File: src/rtl/dispmem_slot_arb.sv
module dispmem_slot_arb #(
  parameter int AW          = 12,
  parameter int DW          = 8,
  parameter int SLOT_CLKS   = 4,
  parameter int PATTERN_LEN = 10,
  parameter int VID_SLOTS   = 9
) (
  input  logic          clk,
  input  logic          rst_n,
  input  logic          cpu_req,
  input  logic          cpu_we,
  input  logic [AW-1:0] cpu_addr,
  input  logic [DW-1:0] cpu_wdata,
  output logic          cpu_ready,
  output logic [DW-1:0] cpu_rdata,
  input  logic          vid_req,
  input  logic [AW-1:0] vid_addr,
  output logic          vid_gnt,
  output logic          vid_rvalid,
  output logic [DW-1:0] vid_rdata,
  output logic          mem_en,
  output logic          mem_we,
  output logic [AW-1:0] mem_addr,
  output logic [DW-1:0] mem_wdata,
  input  logic [DW-1:0] mem_rdata
);
  localparam int PW = (SLOT_CLKS > 1) ? $clog2(SLOT_CLKS) : 1;
  localparam int SW = (PATTERN_LEN > 1) ? $clog2(PATTERN_LEN) : 1;

  typedef enum logic [1:0] {OWN_NONE, OWN_VID, OWN_CPU} own_t;

  logic [PW-1:0] phase;
  logic [SW-1:0] slot;
  own_t          own;
  logic          pend, c_we;
  logic [AW-1:0] c_addr, v_addr;
  logic [DW-1:0] c_wd, c_rd;

  wire           slot_end = (phase == PW'(SLOT_CLKS - 1));
  wire           slot_beg = (phase == '0);
  wire [SW-1:0]  nslot    = (slot == SW'(PATTERN_LEN - 1)) ? '0 : slot + 1'b1;
  wire           vid_ok   = vid_req && (32'(nslot) < VID_SLOTS);
  wire           cpu_ok   = pend && (own != OWN_CPU);
  wire           cpu_done = slot_end && (own == OWN_CPU);

  always_ff @(posedge clk) begin
    if (!rst_n) begin
      phase  <= '0;
      slot   <= '0;
      own    <= OWN_NONE;
      pend   <= 1'b0;
      c_we   <= 1'b0;
      c_addr <= '0;
      c_wd   <= '0;
      v_addr <= '0;
      c_rd   <= '0;
    end else begin
      phase <= slot_end ? '0 : phase + 1'b1;
      if (slot_end) begin
        slot <= nslot;
        if (vid_ok) begin
          own    <= OWN_VID;
          v_addr <= vid_addr;
        end else if (cpu_ok) begin
          own <= OWN_CPU;
        end else begin
          own <= OWN_NONE;
        end
      end
      if (cpu_req && !pend) begin
        pend   <= 1'b1;
        c_we   <= cpu_we;
        c_addr <= cpu_addr;
        c_wd   <= cpu_wdata;
      end else if (cpu_done) begin
        pend <= 1'b0;
      end
      if (phase == PW'(1) && own == OWN_CPU && !c_we)
        c_rd <= mem_rdata;
    end
  end

  assign cpu_ready  = !pend;
  assign cpu_rdata  = c_rd;
  assign vid_gnt    = slot_beg && (own == OWN_VID);
  assign vid_rvalid = (phase == PW'(1)) && (own == OWN_VID);
  assign vid_rdata  = mem_rdata;
  assign mem_en     = slot_beg && (own != OWN_NONE);
  assign mem_we     = mem_en && (own == OWN_CPU) && c_we;
  assign mem_addr   = (own == OWN_VID) ? v_addr : c_addr;
  assign mem_wdata  = c_wd;


  accept_stall_chk: assert property (@(posedge clk) disable iff (!rst_n)
    cpu_req && cpu_ready |=> !cpu_ready);


  release_after_cpu_slot_chk: assert property (@(posedge clk) disable iff (!rst_n)
    $rose(cpu_ready) |-> $past(own == OWN_CPU) && $past(slot_end));


  spaced_access_chk: assert property (@(posedge clk) disable iff (!rst_n)
    mem_en |=> !mem_en);


  fetch_data_follows_chk: assert property (@(posedge clk) disable iff (!rst_n)
    vid_gnt |=> vid_rvalid);


  rdata_hold_chk: assert property (@(posedge clk) disable iff (!rst_n)
    cpu_ready && $past(cpu_ready) |-> $stable(cpu_rdata));


  fetch_wins_chk: assert property (@(posedge clk) disable iff (!rst_n)
    vid_gnt |-> !mem_we);
endmodule

File: config.mk
export PLATFORM = sky130hd
export DESIGN_NAME = dispmem_slot_arb
export DESIGN_NICKNAME = d
export VERILOG_FILES = /design/src/rtl/dispmem_slot_arb.sv
export SDC_FILE = /design/constraint.sdc
export NUM_CORES = 1
export LEC_CHECK = 0
export BUFFER_PORTS_ARGS = -buffer_cell sky130_fd_sc_hd__buf_2
export CORE_MARGIN = 2
export CORE_UTILIZATION = 30
export CTS_CLUSTER_DIAMETER = 80
export CTS_CLUSTER_SIZE = 12
export DETAILED_ROUTE_END_ITERATION = 6
export HOLD_SLACK_MARGIN = 0.12
export PLACE_DENSITY = 0.58
export SKIP_CTS_REPAIR_TIMING = 1
export SLEW_MARGIN = 10
export SYNTH_ARGS = -nofsm -noshare
export SYNTH_HDL_FRONTEND = slang
export SYNTH_SLANG_ARGS = --single-unit
export TNS_END_PERCENT = 100
File: constraint.sdc
create_clock -name clk -period 2.2 [get_ports clk]
set_clock_uncertainty 0.2 [all_clocks]
set_input_delay 0.11 -clock clk [delete_from_list [all_inputs] [get_ports clk]]
set_output_delay 0.11 -clock clk [all_outputs]
set_load 0.01 [all_outputs]
==> results.ini, run 1 <==
[logic_synthesis]
synth_area_leader_cell=dfxtp_1
synth_most_common_cell=nand2_1
yosys.area_share.simple_pct=20.6
synth-async-reset-ratio_pct=0
netlist.area_leader.share_pct=43.6
synthAdderAreaFrac_pct=2.73
synth_fp_nets=301
synth_common_cells=71 x nand2_1, 50 x dfxtp_1, 22 x a21boi_0, 22 x mux2i_1
yosysWarnings=0
synth_edf_count=0
synth_cell_type_count=31
yosys.area_share.xor_xnor_pct=0.382
ys_seq_area_share_pct=43.6
syn_area_um2=2290
synth_top_family_by_area=simple AND/OR/NAND/NOR gates
ys.flop_type=dfxtp_1
muxShareOfSynthArea_pct=15.5
syn_inst=251
yosys-top-cells-area=dfxtp_1 44%, nand2_1 12%, mux2i_1 9.6%
ys_ff_latch=50
synth_compound_area_share_pct=10.6
synth.avg_cell_area_um2=9.14

[worst_setup_path]
critPathCaptureType=register
cp.required_ns=2.24
crit_chain=ha_1, xnor2_1, and3_4, o311ai_4, buf_4, mux2i_1
worstSetupPathType=register to register
cp_max_fo=7
cp.arrival_ns=2.09
start_kind=register
worst-r2r-setup-slack_ns=0.15
reg2reg_depth=6
reg2reg_to=v_addr[5]$_SDFFE_PN0P_
max_stage_delay_ns=0.39
cp_slowest_cell=o311ai_4
r2r-start=slot[0]$_SDFFE_PN0P_

[clocking]
cts-buffers-inserted=5
ctsLongestPathBuffers=2
cts.sinks=50
clkTransAtPathRegs_ns=0.10
cts_tree=done
clock_latency_ns=0.31
htreeDepth=2
cts-root-buf=clkbuf_8

[placement]
dp.cells=422
place.detailed.hpwl_um=3750
place_area_um2=2790
place_congestion=0.828
io_buffer_count=85

[finish]
multiInputGateArea_um2=1140
diodes=0
fillerInstances=712
post-route-util_pct=45.6
syn_to_final_growth_pct=45.6
final_area_um2=3340
fin_cells=476
seqCellArea_um2=1000
layout-drive-gt1-share_pct=32.4
nets=426

[timing]
setup_viol=0
max_slew_margin_pct=61.7
slew_viol_final=0
period_minus_slack_ns=2.05
finalSetupTns_ns=0
worstMarginPinSlew_ns=0.575
final_hold_viol_count=0
fin_crit_sh_pct=93.1
rsz0062_at_grt=false
holdWs_ns=0.129
fmax_mhz=488

[global_routing]
grt_pass1_wl_um=8360
grt_usage_pct=12.3
grt-ovfl-total=0
grt_pass1_vias=1840
grt_max_degree=39
antenna_found_initial=0

[pwr]
p_leak_uw=0.00154
p_int_uw=1340
p_per_area_nw_per_um2=545
seqPwrFrac_pct=53.0
power.switching_uw=483
swShare_pct=26.5
pwr-share-clk_pct=29.8
peakVddDrop_v=0.000281
power_frac_comb_pct=17.2

[outcome]
outcome=finished, final reports clean

[floorplanning]
die_h_um=91.4
rows=31
coreArea_um2=7330
start_util_pct=31.3
die_area_um2=8360
die_x_um=91.4
io_pins=86

[worst_hold_path]
hp-start=rst_n
hold-path-endpoint=v_addr[11]$_SDFFE_PN0P_
whs_path_depth=3
hold_path.class=input port to register

[detailed_routing]
wl_per_cell_um=11.6
finalWirelength_um=5540
drt_iter0_drc=59
route.detailed.drc=0
vias=2045
dr.pass1.iters=4
viasPerCell=4.30
antenna_left=0

[run]
drv_cap=0

-- worst max-delay path: cells and delay by family (launching register included) --
family                     cells  cell delay, ns
AOI/OAI and AO/OA              1            0.39
xor gates and xnor gates       1            0.13
and+or+nand+nor                1            0.19
DFF                            1            0.38
muxes                          1            0.19
adders and majority gates      1            0.24
buffers and inverters          1            0.24
-- power groups by stage --
stage	combinational (uW)	clock [uW]	sequential [uW]
6_report	313	542	965
5_1_grt	349	596	972
4_1_cts	253	567	966
3_5_place_dp	252	0	986
3_3_place_gp	249	0	985
2_1_floorplan	153	0	986
-- cells by family (layout without fill, tap and decap cells) --
kind of cell    after synthesis  count (layout)
simple gates                101             101
compound gates               31              31
fa+ha+maj                     5               5
xor+xnor                      1               1
flops                        50              50
mux                          34              34
buf+inv                      29             155
-- per-stage QoR --
stage | setup WS, ns | power (uW)
floorplan | 0.286 | 1140
global placement | 0.200 | 1230
detailed placement | 0.132 | 1240
CTS | 0.109 | 1790
global route | 0.0148 | 1920
finish | 0.151 | 1820
-- how the worst max path moves through the flow --
stage / from / end / slack (ns)
finish: slot[0]$_SDFFE_PN0P_ / v_addr[5]$_SDFFE_PN0P_ / 0.15
CTS: slot[1]$_SDFFE_PN0P_ / v_addr[5]$_SDFFE_PN0P_ / 0.11
detailed placement: slot[1]$_SDFFE_PN0P_ / v_addr[9]$_SDFFE_PN0P_ / 0.13
global placement: slot[1]$_SDFFE_PN0P_ / v_addr[8]$_SDFFE_PN0P_ / 0.20
global route: slot[1]$_SDFFE_PN0P_ / v_addr[7]$_SDFFE_PN0P_ / 0.01
floorplan: slot[1]$_SDFFE_PN0P_ / v_addr[10]$_SDFFE_PN0P_ / 0.29
-- final cells by class --
type                       instances  share of cell area (%)
timing repair buffer             140                    28.6
inverter                           7                   0.787
clock buffer                       5                    2.06
tap                               99                    3.71
multi-input combinational        172                    34.3
clock inverter                     3                   0.637
sequential                        50                    30.0
-- cell usage in the layout (no fill, tap or decap), drive strengths merged --
cell type / netlist / layout
o22ai: 1 / 1
nor4: 1 / 1
nor2b: 12 / 12
ha: 5 / 5
nor3b: 2 / 2
a31oi: 1 / 1
mux2: 12 / 12
o21ai: 2 / 2
and4b: 1 / 1
dfxtp: 50 / 50
and2: 1 / 1
mux2i: 22 / 22
and3b: 2 / 2
clkinvlp: 0 / 1
o311ai: 1 / 1
nand2b: 1 / 1
inv: 7 / 7
clkbuf: 12 / 5
nor2: 7 / 7
a211oi: 2 / 2
clkinv: 0 / 2
and3: 3 / 3
buf: 10 / 94
nand2: 71 / 71
dlygate4sd3: 0 / 46
a21boi: 22 / 22
a21oi: 2 / 2
xnor2: 1 / 1
-- metal layers --
| metal | track usage (%) | up-vias | routed length, um | part of all wire, % |
|---|---|---|---|---|
| met4 | 3.03 | 0 | 45 | 0.81 |
| met3 | 3.73 | 6 | 367 | 6.6 |
| met5 | 0 | - | 0 | 0 |
| li1 | - | 1060 | - | - |
| met1 | 15.5 | 917 | 2440 | 44 |
| met2 | 20.5 | 62 | 2690 | 49 |
-- registers in the layout, summed over array words and instances, names as in the netlist --
| register | cells |
|---|---|
| c_addr | 12 |
| c_we | 1 |
| cpu_rdata | 8 |
| mem_wdata | 8 |
| own | 2 |
| pend | 1 |
| phase | 2 |
| slot | 4 |
| v_addr | 12 |
(Power assumes the default switching activity.)
==> run 2: changes to the inputs <==
--- a/config.mk
+++ b/config.mk
@@ -13,6 +13,7 @@
 export DETAILED_ROUTE_END_ITERATION = 6
 export HOLD_SLACK_MARGIN = 0.12
 export PLACE_DENSITY = 0.58
+export RECOVER_POWER = 25
 export SKIP_CTS_REPAIR_TIMING = 1
 export SLEW_MARGIN = 10
 export SYNTH_ARGS = -nofsm -noshare
==> run 2 against run 1 <==
Worst setup slack hardly changed. Power is 0.16% lower. Fmax hardly changed. Sequential power hardly changed. Register-to-register slack hardly changed. Combinational power is 1% lower. Non-clock buffer count stayed put. Via count is 0.44% higher. Routed wire length is 0.23% higher. First-iteration DRC count is 5.1% higher. Die area stayed put. Sequential share of layout area is 0.25 points higher. Highest routed layer unchanged.
==> results.ini, run 2 (synthesis gave the netlist of run 1 again) <==
[outcome]
outcome=finished, final reports clean

[worst_setup_path]
cp_max_fo=7
cp.arrival_ns=2.09
cp.required_ns=2.24
worstSetupPathType=register to register
critPathCaptureType=register
start_kind=register

[finish]
largest_registers=c_addr x12, v_addr x12
syn_to_final_growth_pct=44.4
most-common-layout-cells=71 x nand2_1, 63 x buf_2, 50 x dfxtp_1
final_common_cell=nand2_1
seqCellArea_um2=1000
layout-drive-gt1-share_pct=26.5
diodes=0
nets=426
multiInputGateArea_um2=1140
fillerInstances=726

[floorplanning]
coreArea_um2=7330
die_area_um2=8360
die_h_um=91.4
io_pins=86
start_util_pct=31.3
rows=31
die_x_um=91.4

[global_routing]
grt_pass1_wl_um=8360
grt_pass1_vias=1840
antenna_found_initial=0
grt_usage_pct=12.3
grt-ovfl-total=0
grt_max_degree=39

[timing]
max_slew_margin_pct=61.6
slew_viol_final=0
period_minus_slack_ns=2.05
fin_ws_ns=0.151
rsz0062_at_grt=false
setup_viol=0
final_hold_viol_count=0
fmax_mhz=488
fin_crit_sh_pct=93.1
worstMarginPinSlew_ns=0.575
finalSetupTns_ns=0

[clocking]
cts-buffers-inserted=5
cts_tree=done
ctsLongestPathBuffers=2
cts-root-buf=clkbuf_8
clock_latency_ns=0.31
cts.sinks=50
clkTransAtPathRegs_ns=0.10
htreeDepth=2

[pwr]
power_frac_comb_pct=17.0
p_per_area_nw_per_um2=549
p_leak_uw=0.00146
swShare_pct=26.6
p_int_uw=1330
seqPwrFrac_pct=53.1
peakVddDrop_v=0.000283
total_power_uw=1820
power.switching_uw=484
pwr-share-clk_pct=29.9

[detailed_routing]
finalWirelength_um=5550
vias=2054
antenna_left=0
viasPerCell=4.32
drt_iter0_drc=62
route.detailed.drc=0
dr.pass1.iters=4
wl_per_cell_um=11.7

[run]
drv_cap=0

[placement]
io_buffer_count=85
place.detailed.hpwl_um=3750
place_congestion=0.828
dp_worst_setup_slack_ns=0.132

[worst_hold_path]
hold_path.class=input port to register

## run 2: cell count changes in the layout (fill, tap and decap cells not counted), sizes merged
cell	delta
clkbuf	+22
buf	-22
## run 2: layout make-up
class	instances	area share, %
clock inverter	3	0.642
tap	99	3.74
sequential	50	30.2
multi-input combinational	172	34.6
timing repair buffer	140	28.0
clock buffer	5	2.08
inverter	7	0.793
## run 2: path summary, 6_finish.rpt
kind | cells past startpoint | slack [ns] | startpoint | to
setup / recovery | 6 | 0.15 | slot[0]$_SDFFE_PN0P_ | v_addr[5]$_SDFFE_PN0P_
hold / removal | 3 | 0.13 | rst_n | v_addr[11]$_SDFFE_PN0P_
setup reg to reg | 6 | 0.15 | slot[0]$_SDFFE_PN0P_ | v_addr[5]$_SDFFE_PN0P_
hold reg to reg | 2 | 0.26 | v_addr[7]$_SDFFE_PN0P_ | v_addr[7]$_SDFFE_PN0P_
## run 2: power groups by stage
| stage | Clock, uW | Sequential, uW | Combinational [uW] |
|---|---|---|---|
| after global placement | 0 | 985 | 249 |
| after global routing | 596 | 972 | 345 |
| after CTS | 567 | 966 | 253 |
| final | 543 | 966 | 309 |
| after detailed placement | 0 | 986 | 252 |
| after floorplan | 0 | 986 | 153 |
## run 2: worst max-delay path, stage by stage (launching register included)
cell	delay, ns
dfxtp_1	0.38
ha_1	0.24
xnor2_1	0.13
and3_4	0.19
o311ai_4	0.39
buf_4	0.24
mux2i_1	0.19
## run 2: stage by stage
step / util [%] / area, um2 / hold slack [ns] / cells
floorplan: - / 2290 / 0.0488 / 251
global placement: 38.0 / 2790 / 0.156 / 422
detailed placement: 38.0 / 2790 / 0.164 / 422
CTS: 39.3 / 2880 / -0.175 / 430
global route: 45.2 / 3310 / 0.171 / 476
finish: 45.2 / 3310 / 0.129 / 476
## run 2: layer usage
layer / share of wire (%) / GRT usage [%]
met4: 0.81 / 3.03
met2: 48 / 20.5
met5: 0 / 0
met3: 6.6 / 3.73
met1: 44 / 15.5
